`config.mk`:
```
export PLATFORM = sky130hd
export DESIGN_NAME = brx_unit
export DESIGN_NICKNAME = d
export VERILOG_FILES = /design/src/rtl/brx_pkg.sv /design/src/rtl/brx_cond_eval.sv /design/src/rtl/brx_count_eval.sv /design/src/rtl/brx_fault_sel.sv /design/src/rtl/brx_unit.sv
export SDC_FILE = /design/constraint.sdc
export NUM_CORES = 1
export LEC_CHECK = 0
export BUFFER_PORTS_ARGS = -buffer_cell sky130_fd_sc_hd__buf_2
export CAP_MARGIN = 20
export CORE_ASPECT_RATIO = 1.1
export CORE_MARGIN = 2
export CORE_UTILIZATION = 49
export CTS_BUF_LIST = sky130_fd_sc_hd__clkbuf_16
export DETAILED_ROUTE_END_ITERATION = 10
export PLACE_DENSITY = 0.76
export SLEW_MARGIN = 0
export SYNTH_ARGS = -nofsm -noshare
export SYNTH_HDL_FRONTEND = slang
export SYNTH_SLANG_ARGS = --single-unit
```
`constraint.sdc`:
```
create_clock -name clk -period 4.3 [get_ports clk]
set_input_delay 0.215 -clock clk [delete_from_list [all_inputs] [get_ports clk]]
set_output_delay 0.215 -clock clk [all_outputs]
set_load 0.01 [all_outputs]
```
`src/rtl/brx_pkg.sv`:
```
package brx_pkg;
  typedef enum logic [1:0] {
    OP_CC_SET = 2'd0,
    OP_CC_CLR = 2'd1,
    OP_CNT_INC = 2'd2,
    OP_CNT_DEC = 2'd3
  } brx_op_e;
endpackage

```
`src/rtl/brx_cond_eval.sv`:
```
module brx_cond_eval #(
  parameter int MASK_W = 4
) (
  input  logic              want_clear,
  input  logic [MASK_W-1:0] mask,
  input  logic [MASK_W-1:0] cc,
  output logic              taken
);
  logic any_hit;
  always_comb begin
    any_hit = |(mask & cc);
    taken   = want_clear ? !any_hit : any_hit;
  end
endmodule

```
`src/rtl/brx_count_eval.sv`:
```
module brx_count_eval #(
  parameter int DATA_W = 32
) (
  input  logic              step_down,
  input  logic [DATA_W-1:0] val,
  output logic [DATA_W-1:0] result,
  output logic              taken
);
  localparam int SIGN = DATA_W - 1;
  always_comb begin
    result = step_down ? val - DATA_W'(1) : val + DATA_W'(1);
    if (step_down) taken = !result[SIGN] && (|result);
    else           taken = result[SIGN];
  end
endmodule

```
`src/rtl/brx_fault_sel.sv`:
```
module brx_fault_sel #(
  parameter int          VEC_W   = 8,
  parameter logic [VEC_W-1:0] PROT_VEC = 8'h40,
  parameter logic [VEC_W-1:0] PAR_VEC  = 8'h4C
) (
  input  logic             is_count,
  input  logic             taken,
  input  logic             prot_flt,
  input  logic             par_flt,
  output logic             abort,
  output logic [VEC_W-1:0] vec
);
  always_comb begin
    abort = is_count && taken && (prot_flt || par_flt);
    vec   = prot_flt ? PROT_VEC : PAR_VEC;
  end
endmodule

```
`src/rtl/brx_unit.sv`:
```
module brx_unit #(
  parameter int ADDR_W = 17,
  parameter int DATA_W = 32,
  parameter int MASK_W = 4,
  parameter int VEC_W  = 8
) (
  input  logic              clk,
  input  logic              rst,
  input  logic              valid_i,
  input  logic [1:0]        op_i,
  input  logic [MASK_W-1:0] mask_i,
  input  logic [MASK_W-1:0] cc_i,
  input  logic [DATA_W-1:0] reg_i,
  input  logic [ADDR_W-1:0] ea_i,
  input  logic [ADDR_W-1:0] ia_i,
  input  logic              prot_flt_i,
  input  logic              par_flt_i,
  output logic              upd_o,
  output logic [ADDR_W-1:0] next_ia_o,
  output logic              wb_en_o,
  output logic [DATA_W-1:0] wb_data_o,
  output logic              trap_o,
  output logic [VEC_W-1:0]  trap_vec_o,
  output logic [ADDR_W-1:0] trap_addr_o
);
  import brx_pkg::*;

  brx_op_e           op;
  logic              is_count;
  logic              cond_taken;
  logic              cnt_taken;
  logic              taken;
  logic              abort;
  logic [DATA_W-1:0] cnt_res;
  logic [VEC_W-1:0]  vec;
  logic [ADDR_W-1:0] ia_seq;

  always_comb begin
    op       = brx_op_e'(op_i);
    is_count = (op == OP_CNT_INC) || (op == OP_CNT_DEC);
    ia_seq   = ia_i + ADDR_W'(1);
  end

  brx_cond_eval #(.MASK_W(MASK_W)) u_cond (
    .want_clear (op == OP_CC_CLR),
    .mask       (mask_i),
    .cc         (cc_i),
    .taken      (cond_taken)
  );

  brx_count_eval #(.DATA_W(DATA_W)) u_count (
    .step_down (op == OP_CNT_DEC),
    .val       (reg_i),
    .result    (cnt_res),
    .taken     (cnt_taken)
  );

  assign taken = is_count ? cnt_taken : cond_taken;

  brx_fault_sel #(.VEC_W(VEC_W)) u_fault (
    .is_count (is_count),
    .taken    (taken),
    .prot_flt (prot_flt_i),
    .par_flt  (par_flt_i),
    .abort    (abort),
    .vec      (vec)
  );

  always_ff @(posedge clk) begin
    if (rst) begin
      upd_o       <= 1'b0;
      next_ia_o   <= '0;
      wb_en_o     <= 1'b0;
      wb_data_o   <= '0;
      trap_o      <= 1'b0;
      trap_vec_o  <= '0;
      trap_addr_o <= '0;
    end else begin
      upd_o   <= valid_i;
      wb_en_o <= 1'b0;
      trap_o  <= 1'b0;
      if (valid_i) begin
        wb_data_o   <= cnt_res;
        wb_en_o     <= is_count && !abort;
        trap_o      <= abort;
        trap_vec_o  <= vec;
        trap_addr_o <= ia_i;
        if (abort)      next_ia_o <= ia_i;
        else if (taken) next_ia_o <= ea_i;
        else            next_ia_o <= ia_seq;
      end
    end
  end
endmodule

```
==> results list <==
- For this block, the initial DRC count from the detailed router was 620.
* Final clock period utilization by the worst path: roughly nine tenths
* Vias in the first global route: 5873
- At the worst endpoint, the required time is about 4.5 ns.
- Power per unit of standard cell area: ~290 nW/um2
- The final layout contains routed wiring with a total length of ~19 mm.
* Met3 wire length: around 1.5 mm
- CP endpoint kind: register
* Routed wire length on met2: slightly above 9 mm
- Comb pwr share: 26.7%
- Max Freq: between 200 and 300 MHz
- Hold repair after CTS inserted 0 buffers.
- At the pin with the least slew margin, the transition time is 0.6632 ns.
- Average wire length per cell after detail routing: 18.82 um
- Class of the tightest hold or removal check: in -> reg
* CP Max Fanout: 9
- Headroom to the max-slew limit came out at approximately 55%.
- Worst supply voltage drop on vdd: roughly 200 uV
- The wire-length estimate of the detail-placed layout is 14.42 mm.
* Sum of overflow across all layers after global routing: 0
- Uppermost signal routing layer after detailed routing: met4
- TritonCTS buffer count: 9
- Measured along the x axis, the die boundary spans about 110 um.
- Max Cap Viol: 0
- Hold Slack: about 0.082 ns
- Number of antenna violations at the first check in global routing: 0
- Synthesis instantiated 87 different standard cells from the library.
- Final Hold Violating Endpoints: 0
- Clock-pin slew was measured on the worst setup and hold paths at 0.06 ns.
* Total standard cell area after synthesis: about 5800 um2
- Post-synth EDFFs: 0
- Utilization of the core after routing: around three fifths
- The internal portion of the total power is 1.362 mW.
- Proportion of total power due to net switching: 31.75%
- The synthesized design devotes to its leading area cell type 24.35% of total area.
- Layout-stage area growth over the synthesis result: 19.46%
- Core outline area: between 10000 and 15000 um2
- For this run, the register share of the synthesized area comes to roughly 24%.
- 158 I/O pins were placed.
- Final min period: 3.954 ns
- #FFs+latches synth: 71
- Setup-failing EPs final: 0
- Height of the die: between 100 and 150 um
* Detailed-router iteration count before antenna repair: 5
- Port Buffers: 152
- Ratio of cells with drive above 1 in the final layout: 27.10%
- Root buffer selected by CTS: clkbuf_16
* Arrival time of the worst setup path: around 4.2 ns
* Cell accounting for the most synthesized area: dfxtp_1
- Cell with the most instances after synthesis: nor2_1
- Once detail routing completed, the nets flagged for antenna violations numbered 0.
- Sorting the synthesized cells by area gives the leading types as dfxtp_1, mux2i_1, nor2_1.
- Overall track demand over capacity in global routing: slightly below 30%
- RD Place Congestion: approximately 1
- After detailed routing, the number of remaining DRC violations is 0.
- Post-Syn Instances: roughly 740
- TritonCTS built the clock tree.
* Warning count from the yosys run: 0
- No sink is reached through more buffers than the 2 on the longest clock path.
- Clock insertion delay at the later pin of the skew report: roughly 0.33 ns
- Entering global routing, the biggest net connects a little under 60 pins.
- Number of post-CTS setup repair buffers: 0
- The final number of max-transition violations is 0.
- Net Sw Power: 633.6 uW
- Primary FF master, synth: dfxtp_1
- Number of instances resized during post-cts repair: 0
- STA classifies the critical path startpoint as an input pin.
* Met1 wire length: approximately 7.9 mm
- The run finished with clean final reports.
- The first global-routing pass estimated between 30 and 40 mm of wire.
- Area of the die: ~13000 um2
- For this run, the post-layout net count is roughly 950.
* N_diodes: 0
* Clock power frac: 36.7%
- Detailed-route via count: around 6400
* Mean area per synthesized cell: just under 8 um2
- Part of the total power dissipated in sequential elements: a little under two fifths
- Of all flip-flops after synthesis, the portion carrying an async set or reset was 0%.
* Worst reg2reg setup slack: ~3.2 ns
- Final setup TNS: 0 ns
- RSZ-0062 raised after global routing: no
* Number of sinks driven by the clock tree: 71
- For the final database, setup skew stands at 0 ns.
- The analysis attributes to cell leakage a power of 3.015 nW.
- Total number of H-tree levels: 3
- Most common library cells after synthesis: nor2_1, dfxtp_1, nand2_1, mux2i_1, xnor2_1
* Mean number of vias per cell: 6.231
- Once the floorplan was initialized, standard cells occupied between 50% and 60% of the core.
- Number of core rows: ~40
* Type of the worst setup path: in -> reg
[worst paths after layout]
check | startpoint | end | cells past startpoint
max reg2reg | next_ia_o[9] | next_ia_o[9] | 4
min | prot_flt_i | trap_vec_o[3] | 2
max | op_i[0] | next_ia_o[1] | 16
min reg2reg | trap_addr_o[15] | trap_addr_o[15] | 2
[cells by family (layout without fill, tap and decap cells)]
family,after synthesis,after routing,share of synthesized area (%)
other,1,5,0.06423
and+or+nand+nor,303,303,27.63
DFF,71,71,24.35
buffers and inverters,74,204,6.665
AOI/OAI and AO/OA,190,190,25.35
adders and majority gates,2,2,0.4286
xor gates and xnor gates,46,46,6.901
muxes,50,50,8.615
[routing by layer]
| metal | vias to the layer above | global-route usage (%) |
|---|---|---|
| met4 | 0 | 12.18 |
| met5 | - | 0 |
| li1 | 3014 | - |
| met3 | 56 | 4.909 |
| met1 | 2972 | 38.36 |
| met2 | 320 | 48.82 |
[critical path, stage by stage]
cell	delay [ns]
buf_2	0.24
nand2_4	0.08
xnor2_1	0.15
ha_2	0.25
nor2_1	0.10
o32ai_1	0.44
nand3_1	0.20
xnor2_1	0.20
a2111oi_1	0.61
nand3b_1	0.21
a211oi_2	0.34
nand4_2	0.15
a21oi_2	0.38
buf_4	0.27
mux2i_1	0.20
o221ai_1	0.13
[metrics by stage]
step                      cell area, um2  setup slack [ns]  power [mW]  instances
after floorplan                     5869           0.01883       1.083        741
after global placement              6678           -0.1051       1.264       1005
after detailed placement            6678          -0.02704       1.267       1005
after CTS                           6968            0.3097       1.997       1021
after global routing                6974            0.1367       2.085       1021
final                               6974            0.3457       1.995       1021
[layout make-up]
cell class	count	area, um2
timing repair buffer	180	983.4
inverter	8	30.03
multi-input combinational	596	4061
clock buffer	9	225.2
clock inverter	7	65.06
fill	1104	4568
sequential	71	1421
tap	150	187.7
[power by group through the flow]
| stage | Clock (mW) | Combinational [mW] | Sequential, mW |
|---|---|---|---|
| 6_report | 0.731 | 0.533 | 0.731 |
| 4_1_cts | 0.740 | 0.525 | 0.731 |
| 3_5_place_dp | 0 | 0.522 | 0.745 |
| 2_1_floorplan | 0 | 0.317 | 0.766 |
| 3_3_place_gp | 0 | 0.520 | 0.744 |
| 5_1_grt | 0.771 | 0.577 | 0.737 |
[cell usage in the layout, fill, tap and decap left out, drive strengths merged, types with 6 or more instances in the layout]
master    n
o21a      6
buf     180
o22ai     6
o31a      6
inv       9
a21o      7
nor3     24
nor4     21
and3     13
nand4    17
a32oi     9
and2     17
o21ai    24
nand2    59
nand3    26
nor2     87
dfxtp    71
a21oi    30
or3       6
clkbuf    9
a21boi    7
and4      9
a211oi   22
xor2     14
mux2i    48
xnor2    32
[sequential cells by signal, summed over array words and instances (netlist names)]
register	count
trap_vec_o	2
wb_en_o	1
trap_addr_o	17
next_ia_o	17
trap_o	1
wb_data_o	32
upd_o	1
No activity file was read; power rests on OpenSTA's default activity.
